`src/rtl/serial_rx_pkg.sv`:
```
package serial_rx_pkg;

  // Edge and level events of the serial link in the system clock domain
  typedef struct packed {
    logic clk_fall;  // falling edge of the serial clock
    logic fs_fall;   // frame sync went low
    logic fs_rise;   // frame sync went high
    logic fs_lvl;    // synchronized frame sync level
    logic din;       // synchronized data bit
  } ser_evt_t;

  localparam int unsigned SER_LINES = 3;  // clock, sync, data

endpackage

```
`src/rtl/bit_sync.sv`:
```
module bit_sync #(
  parameter int unsigned WIDTH  = 1,
  parameter int unsigned STAGES = 2,
  parameter logic [WIDTH-1:0] RST_VAL = '0
) (
  input  logic             clk,
  input  logic             rst,
  input  logic [WIDTH-1:0] async_i,
  output logic [WIDTH-1:0] sync_o
);

  logic [WIDTH-1:0] stage_q [STAGES];

  always_ff @(posedge clk) begin
    if (rst) begin
      for (int s = 0; s < STAGES; s++) stage_q[s] <= RST_VAL;
    end else begin
      stage_q[0] <= async_i;
      for (int s = 1; s < STAGES; s++) stage_q[s] <= stage_q[s-1];
    end
  end

  assign sync_o = stage_q[STAGES-1];

endmodule

```
`src/rtl/ser_edge.sv`:
```
module ser_edge
  import serial_rx_pkg::*;
#(
  parameter int unsigned SYNC_STAGES = 2
) (
  input  logic     clk,
  input  logic     rst,
  input  logic     ser_clk_i,
  input  logic     ser_fs_i,
  input  logic     ser_din_i,
  output ser_evt_t evt_o
);

  // Idle line: clock high, sync high, data low
  localparam logic [SER_LINES-1:0] IDLE = 3'b110;

  logic [SER_LINES-1:0] lines_s;
  logic                 clk_prev_q;
  logic                 fs_prev_q;

  bit_sync #(
    .WIDTH   (SER_LINES),
    .STAGES  (SYNC_STAGES),
    .RST_VAL (IDLE)
  ) i_sync (
    .clk     (clk),
    .rst     (rst),
    .async_i ({ser_clk_i, ser_fs_i, ser_din_i}),
    .sync_o  (lines_s)
  );

  always_ff @(posedge clk) begin
    if (rst) begin
      clk_prev_q <= 1'b1;
      fs_prev_q  <= 1'b1;
    end else begin
      clk_prev_q <= lines_s[2];
      fs_prev_q  <= lines_s[1];
    end
  end

  always_comb begin
    evt_o.clk_fall = clk_prev_q & ~lines_s[2];
    evt_o.fs_fall  = fs_prev_q  & ~lines_s[1];
    evt_o.fs_rise  = ~fs_prev_q &  lines_s[1];
    evt_o.fs_lvl   = lines_s[1];
    evt_o.din      = lines_s[0];
  end

endmodule

```
`src/rtl/frame_ctrl.sv`:
```
module frame_ctrl
  import serial_rx_pkg::*;
#(
  parameter int unsigned WORD_W = 16,
  localparam int unsigned CNT_W = $clog2(WORD_W + 1)
) (
  input  logic              clk,
  input  logic              rst,
  input  logic              strict_i,
  input  ser_evt_t          evt_i,
  output logic [WORD_W-1:0] word_o,
  output logic              valid_o,
  output logic [CNT_W-1:0]  cnt_o
);

  localparam logic [CNT_W-1:0] FULL = CNT_W'(WORD_W);
  localparam logic [CNT_W-1:0] LAST = CNT_W'(WORD_W - 1);

  logic              active_q;
  logic [CNT_W-1:0]  cnt_q;
  logic [WORD_W-1:0] shift_q;
  logic [WORD_W-1:0] word_q;
  logic              valid_q;
  logic [WORD_W-1:0] shift_nxt;

  assign shift_nxt = {shift_q[WORD_W-2:0], evt_i.din};

  always_ff @(posedge clk) begin
    if (rst) begin
      active_q <= 1'b0;
      cnt_q    <= '0;
      shift_q  <= '0;
      word_q   <= '0;
      valid_q  <= 1'b0;
    end else begin
      valid_q <= 1'b0;
      if (evt_i.fs_fall) begin
        // a new frame always wins over any unfinished one
        active_q <= 1'b1;
        cnt_q    <= '0;
      end else if (strict_i) begin
        if (evt_i.fs_rise) begin
          active_q <= 1'b0;
          cnt_q    <= '0;
          if (active_q && cnt_q == FULL) begin
            word_q  <= shift_q;
            valid_q <= 1'b1;
          end
        end else if (active_q && evt_i.clk_fall && !evt_i.fs_lvl && cnt_q < FULL) begin
          shift_q <= shift_nxt;
          cnt_q   <= cnt_q + 1'b1;
        end
      end else begin
        if (active_q && evt_i.clk_fall && cnt_q < FULL) begin
          shift_q <= shift_nxt;
          cnt_q   <= cnt_q + 1'b1;
          if (cnt_q == LAST) begin
            word_q   <= shift_nxt;
            valid_q  <= 1'b1;
            active_q <= 1'b0;
          end
        end
      end
    end
  end

  assign word_o  = word_q;
  assign valid_o = valid_q;
  assign cnt_o   = cnt_q;

endmodule

```
`src/rtl/chain_delay.sv`:
```
module chain_delay #(
  parameter int unsigned DEPTH = 16
) (
  input  logic clk,
  input  logic rst,
  input  logic shift_i,
  input  logic bit_i,
  input  logic en_i,
  output logic dout_o
);

  logic [DEPTH-1:0] line_q;
  logic             tap_q;
  logic             dout_q;

  always_ff @(posedge clk) begin
    if (rst) begin
      line_q <= '0;
      tap_q  <= 1'b0;
    end else if (shift_i) begin
      // tap takes the oldest bit before it is shifted out: DEPTH edges late
      tap_q  <= line_q[DEPTH-1];
      line_q <= {line_q[DEPTH-2:0], bit_i};
    end
  end

  always_ff @(posedge clk) begin
    if (rst) dout_q <= 1'b0;
    else     dout_q <= en_i & tap_q;
  end

  assign dout_o = dout_q;

endmodule

```
`src/rtl/serial_cmd_rx.sv`:
```
module serial_cmd_rx
  import serial_rx_pkg::*;
#(
  parameter int unsigned WORD_W      = 16,
  parameter int unsigned SYNC_STAGES = 2,
  localparam int unsigned CNT_W      = $clog2(WORD_W + 1)
) (
  input  logic              clk,
  input  logic              rst,
  input  logic              strict_mode_i,
  input  logic              ser_clk_i,
  input  logic              ser_fs_i,
  input  logic              ser_din_i,
  input  logic              chain_en_i,
  output logic [WORD_W-1:0] word_o,
  output logic              word_valid_o,
  output logic              chain_dout_o
);

  ser_evt_t         evt;
  logic [CNT_W-1:0] bit_cnt;

  ser_edge #(
    .SYNC_STAGES (SYNC_STAGES)
  ) i_edge (
    .clk       (clk),
    .rst       (rst),
    .ser_clk_i (ser_clk_i),
    .ser_fs_i  (ser_fs_i),
    .ser_din_i (ser_din_i),
    .evt_o     (evt)
  );

  frame_ctrl #(
    .WORD_W (WORD_W)
  ) i_ctrl (
    .clk      (clk),
    .rst      (rst),
    .strict_i (strict_mode_i),
    .evt_i    (evt),
    .word_o   (word_o),
    .valid_o  (word_valid_o),
    .cnt_o    (bit_cnt)
  );

  chain_delay #(
    .DEPTH (WORD_W)
  ) i_chain (
    .clk     (clk),
    .rst     (rst),
    .shift_i (evt.clk_fall),
    .bit_i   (evt.din),
    .en_i    (chain_en_i),
    .dout_o  (chain_dout_o)
  );

endmodule

```
`config.mk`:
```
export PLATFORM = sky130hd
export DESIGN_NAME = serial_cmd_rx
export DESIGN_NICKNAME = d
export VERILOG_FILES = /design/src/rtl/serial_rx_pkg.sv /design/src/rtl/bit_sync.sv /design/src/rtl/ser_edge.sv /design/src/rtl/frame_ctrl.sv /design/src/rtl/chain_delay.sv /design/src/rtl/serial_cmd_rx.sv
export SDC_FILE = /design/constraint.sdc
export NUM_CORES = 1
export LEC_CHECK = 0
export ABC_CLOCK_PERIOD_IN_PS = 2600
export CAP_MARGIN = 10
export CORE_UTILIZATION = 60
export DETAILED_ROUTE_END_ITERATION = 6
export DONT_BUFFER_PORTS = 1
export GPL_TIMING_DRIVEN = 0
export PLACE_DENSITY_LB_ADDON = 0.08
export SLEW_MARGIN = 20
export SYNTH_ARGS = -nofsm -noshare
export SYNTH_HDL_FRONTEND = slang
export SYNTH_SLANG_ARGS = --single-unit
```
`constraint.sdc`:
```
create_clock -name clk -period 2.6 [get_ports clk]
set_input_delay 0.26 -clock clk [delete_from_list [all_inputs] [get_ports clk]]
set_output_delay 0.26 -clock clk [all_outputs]
set_load 0.01 [all_outputs]
```
After elaboration in Yosys (flattened, before gate mapping)
Memory sizes are Yosys's and may differ from the RTL's.
Cells that the tools add are included.
- memories: 1
- RAM bits: 6
- flip-flop bits (word level): 59
- logic and storage cells: 74
- bits of input ports: 7
- reductions and logical operators: 15
- order comparisons: 1
- equality and inequality tests: 8
- $add $sub $neg: 1
- multiplexer cells: 28
- bitwise gates (word level): 10
- memory list (memory ; depth ; bits a word ; rd ports ; clocked after Yosys merged registers in ; wr ports ; RTL line ; source):
    i_edge.i_sync.stage_q ; 2 ; 3 ; 2 ; 0 ; 2 ; bit_sync.sv:12 ; logic [WIDTH-1:0] stage_q [STAGES];
- operator list (cell ; number):
    2-to-1 mux 16 bit ; 9
    2-to-1 mux 5 bit ; 4
    2-to-1 mux 1 bit ; 13
    2-to-1 mux 3 bit ; 2
    inequality test 2 x 1 -> 1 bit, second input constant ; 3
    inequality test 3 x 1 -> 1 bit, second input constant ; 2
    nonzero test 3 bit ; 2
    adder 5 x 1 -> 5 bit, second input constant ; 1
    equality test 5 x 4 -> 1 bit, second input constant ; 1
    equality test 5 bit, second input constant ; 1
    logical AND 1 bit ; 5
    < comparator 5 bit, second input constant ; 1
    AND reduction 5 bit ; 1
    AND 1 bit ; 4
    inverter 1 bit ; 4
    AND reduction 4 bit ; 1
    nonzero test 2 bit ; 2
    AND reduction 3 bit ; 1
    inequality test 2 bit, second input constant ; 1
    bitwise OR 1 bit ; 2
    AND reduction 2 bit ; 1
    OR reduction 2 bit ; 1
    zero test 1 bit ; 1

Depth between registers and ports, before layout
- depth after elaboration: 8
- depth in mapped cells: 9

Modules after synthesis
Synthesis repeated with hierarchy kept, for this count alone.
- cells, all modules: 318
- area, all modules: 2885.3 sq um
- by module, submodules not included (module ; cells each ; sequential area each (sq um) ; area each (sq um) ; times used):
    frame_ctrl ; 238 ; 780.7 ; 1989.4 ; 1
    chain_delay ; 58 ; 360.3 ; 643.1 ; 1
    bit_sync ; 15 ; 120.1 ; 180.2 ; 1
    ser_edge ; 7 ; 40.0 ; 72.6 ; 1

Least setup slack after synthesis
No wires, ideal clock.
- path type: reg-to-reg
- start point: reg i_ctrl.cnt_q[1], in the netlist i_ctrl.cnt_o[1]
- end point: reg i_ctrl.word_q[7], in the netlist i_ctrl.word_o[7]
- clock period less this slack: 1.854 ns
- buffers on the path: 2
- setup time: 0.131 ns
- arrival time: 1.723 ns
- stages on the path, launching flop included: 10
- path slack: 0.746 ns
- required time: 2.469 ns
- path through: dfxtp_1 > ha_1 > and3_1 > ha_1 > inv_1 > o32a_1 > buf_6 > buf_6 > nor4_2 > nor3_2
- cells in the longest elaborated chain, start to end: 4
- elaborated cells on any way between the ends: 9
- classes of those cells: order compare (1); eq/ne (3); reduce/logical (5)
- ends and longest elaborated chain (item ; RTL line ; source):
    start, declared ; frame_ctrl.sv:20 ; logic [CNT_W-1:0] cnt_q;
    start signal, assigned ; frame_ctrl.sv:51 ; cnt_q <= cnt_q + 1'b1;
    start signal, assigned ; frame_ctrl.sv:56 ; cnt_q <= cnt_q + 1'b1;
    < comparator 5 bit or equality test 5 bit (tied branches) ; frame_ctrl.sv:54, frame_ctrl.sv:45 ;
    logical AND 1 bit (on tied branches) ; frame_ctrl.sv:54, frame_ctrl.sv:45 ;
    nonzero test 2 bit (no source line) or inequality test 2 x 1 -> 1 bit (tied branches) ; -- ;
    AND reduction 5 bit (no source line) * ; -- ;
    end signal, assigned ; frame_ctrl.sv:46 ; word_q <= shift_q;
    end signal, assigned ; frame_ctrl.sv:58 ; word_q <= shift_nxt;
    end, declared ; frame_ctrl.sv:22 ; logic [WORD_W-1:0] word_q;
Mark *: on every way between the ends. The rest lies on a longest branch, timed or not.
A chain may end at the register's enable or synchronous reset.

Final worst setup path
- start point: reg i_ctrl.cnt_q[1], in the netlist i_ctrl.cnt_o[1]
- end point: reg i_ctrl.word_q[13], in the netlist i_ctrl.word_o[13]
The elaborated chain is that of the path after synthesis.

==> results.sh <==
export IMPL_status="finished, final reports clean"
export IMPL_layout_commonest_cell="dfxtp_1"
export IMPL_syn_nets=299
export IMPL_min_path_type="input port to flop"
export IMPL_synth_top_area_share_pct=47.1
export IMPL_holdBufCountCts=0
export IMPL_yosys_most_used_dff="dfxtp_1"
export IMPL_fin_nets=310
export IMPL_critPathKind="flop to flop"
export IMPL_coreArea_um2=4380
export IMPL_grt_pass1_vias=1902
export IMPL_wirelength_um=4950
export IMPL_r2r_cells=9
export IMPL_period_share_pct=80.7
export IMPL_post_route_min_period_ns=2.10
export IMPL_ys_ff_latch=65
export IMPL_floorplan_initialDensity_pct=63.0
export IMPL_drt_initial_drc_count=121
export IMPL_final_setup_viol_count=0
export IMPL_layout_common_cells="65 x dfxtp_1, 37 x nand2_1, 20 x a21oi_1, 20 x nor2_1"
export IMPL_fin_skew_ns=0.00767
export IMPL_synth_seq_area_share_pct=47.1
export IMPL_required_ns=2.80
export IMPL_chipWidth_um=69.9
export IMPL_swShare_pct=21.5
export IMPL_async_reset_ff_share_pct=0
export IMPL_vias_per_cell=5.57
export IMPL_grt_max_degree=11
export IMPL_die_h_um=69.9
export IMPL_whs_ns=0.0274
export IMPL_p_per_area_nw_per_um2=642
export IMPL_cp_buffers_inverters=3
export IMPL_wire_per_inst_um=13.9
export IMPL_hold_depth=1
export IMPL_internal_power_mw=1.52
export IMPL_p_leak_nw=1.20
export IMPL_syn_to_final_growth_pct=9.42
export IMPL_synth_area_leader_cell="dfxtp_1"
export IMPL_cts_htree_levels=3
export IMPL_vias=1982
export IMPL_cp_end_kind="flop"
export IMPL_clockBufferDepth=2
export IMPL_rows=24
export IMPL_max_slew_worst_pin_slew_ns=0.595
export IMPL_yosys_top_cells_area="dfxtp_1 47%, mux2_2 6.5%, mux2i_1 5.8%"
export IMPL_dpl_cell_area_um2=2830
export IMPL_cp_top_family="simple AND/OR/NAND/NOR gates"
export IMPL_synth_avg_cell_area_um2=9.56
export IMPL_cts_tree="yes"
export IMPL_clk_pin_slew_worst_paths_ns=0.07
export IMPL_dp_slack_ns=0.536
export IMPL_clk_latency_ns=0.33
export IMPL_rsz0062_at_grt="no"
export IMPL_gp_congestion=0.738
export IMPL_crit_chain="ha_1, and3_1, ha_1, inv_1, o32a_1, buf_6, buf_6, nor4_1, nor3_1"
export IMPL_clock_sinks=65
export IMPL_grt_pass1_wl_um=8700
export IMPL_dp_hpwl_um=3460
export IMPL_ioPinCount=25
export IMPL_portBuffers=0
export IMPL_crit_path_max_incr_delay_ns=0.37
export IMPL_crit_arrival_ns=2.30
export IMPL_reg2reg_slack_ns=0.50
export IMPL_pwr_share_seq_pct=52.0
export IMPL_cts_buffers=9
export IMPL_max_cap_violations=0
export IMPL_antenna_violating_nets_post_route=0
export IMPL_cp_start_kind="flop"
export IMPL_layout_setup_ws_ns=0.503
export IMPL_track_usage_pct=22.6
export IMPL_cp_max_fo=10
export IMPL_grt_overflow=0
export IMPL_num_antenna_cells=0
export IMPL_drv_slew=0
export IMPL_ys_warn_count=0
export IMPL_first_pass_iters=4
export IMPL_antenna_found_initial=0
export IMPL_seqCellArea_um2=1300
export IMPL_power_switching_mw=0.418
export IMPL_fillers=359
export IMPL_ys_types=36
export IMPL_cts_root_buffer_cell="clkbuf_8"
export IMPL_p_comb_share_pct=4.7
export IMPL_ir_drop_uv=388
export IMPL_drive_gt1_share_pct=19.7
export IMPL_hold_start="ser_clk_i"
export IMPL_r2r_start="i_ctrl.cnt_o[1]$_SDFFE_PP0P_"
export IMPL_finalHoldViolCount=0
export IMPL_drc=0
export IMPL_slowest_stage="dfxtp_1"
export IMPL_postCtsSetupBuffers=0
export IMPL_relSlewSlack_pct=60.4
export IMPL_multi_input_area_um2=1260
export IMPL_clock_fmax_mhz=477
export IMPL_fin_area_um2=3020
export IMPL_tns_ns=0
export IMPL_cts_resized=0
export IMPL_dieArea_um2=4880
export IMPL_critPathLaunch="i_ctrl.cnt_o[1]$_SDFFE_PP0P_"
export IMPL_cp_depth=9
export IMPL_synth_cells=289
export IMPL_synth_edf_count=0
export IMPL_netlist_area_um2=2760
export IMPL_clkPwrFrac_pct=43.3
-- final cells by class --
class	instances	area share [%]
Clock inverter	3	1.32
Buffer	25	6.08
Sequential cell	65	43.0
Inverter	6	0.745
Clock buffer	12	5.13
Tap cell	52	2.15
Multi-Input combinational cell	193	41.5
-- Yosys cell counts (2+ instances only) --
cell type,n
mux2i_1,16
buf_2,2
clkbuf_1,11
a21oi_1,20
nor2b_1,3
and3_1,3
nor3_2,2
o21ai_0,2
ha_1,3
nand3_1,3
buf_6,8
mux2_2,16
nand2_1,37
nor2_1,20
nor3_1,14
inv_1,6
nor4_1,15
xor2_1,2
nor4_2,2
dfxtp_1,65
or2_2,7
buf_4,3
a31oi_1,16
-- worst register-to-register path, stage by stage (launching register included) --
cell     delay, ns
dfxtp_1       0.37
ha_1          0.18
and3_1        0.17
ha_1          0.14
inv_1         0.06
o32a_1        0.34
buf_6         0.14
buf_6         0.13
nor4_1        0.38
nor3_1        0.08
-- flip-flops by register name, summed over array words and instances (netlist names) --
| name | cells |
|---|---|
| i_ctrl.valid_o | 1 |
| i_edge.i_sync.stage_q | 6 |
| i_chain.tap_q | 1 |
| i_ctrl.word_o | 16 |
| i_ctrl.active_q | 1 |
| i_edge.clk_prev_q | 1 |
| i_chain.line_q | 16 |
| i_edge.fs_prev_q | 1 |
| i_ctrl.cnt_o | 5 |
| i_chain.dout_o | 1 |
| i_ctrl.shift_q | 16 |
-- through the flow --
stage	std cells	total power, mW	util [%]
finish	356	1.94	69.0
global route	356	2.01	69.0
CTS	356	1.96	69.0
detailed placement	341	1.12	64.5
global placement	341	1.12	64.5
floorplan	289	1.10	-
-- logic make-up (layout without fill, tap and decap cells) --
kind of cell | Yosys count | in the layout | synth area share [%]
and+or+nand+nor | 113 | 113 | 20.9
DFF | 65 | 65 | 47.1
AOI/OAI and AO/OA | 42 | 42 | 9.96
muxes | 32 | 32 | 12.3
buffers and inverters | 31 | 46 | 7.47
adders and majority gates | 3 | 3 | 1.36
xor gates and xnor gates | 3 | 3 | 0.951
-- final timing paths --
path | end
worst max register to register | i_ctrl.word_o[13]$_SDFFE_PP0P_
worst max-delay path | i_ctrl.word_o[13]$_SDFFE_PP0P_
worst min-delay path | i_edge.i_sync.stage_q[0][2]$_SDFF_PP1_
worst min register to register | i_edge.i_sync.stage_q[0][4]$_SDFF_PP1_
-- power by group through the flow --
stage          combinational [mW]  clock [mW]  sequential, mW
6_report                   0.0913       0.840            1.01
5_1_grt                     0.101       0.897            1.01
4_1_cts                    0.0915       0.858            1.01
3_5_place_dp               0.0910           0            1.03
3_3_place_gp               0.0901           0            1.03
2_1_floorplan              0.0743           0            1.03
-- routing by layer --
metal	track usage, %	vias to the layer above	share of wire [%]
met5	0	-	0
met4	10.0	0	1.4
met3	6.64	7	3.4
met2	33.9	26	44
met1	30.3	919	51
li1	-	1030	-
Note: power is estimated with default switching activity, not from simulation.
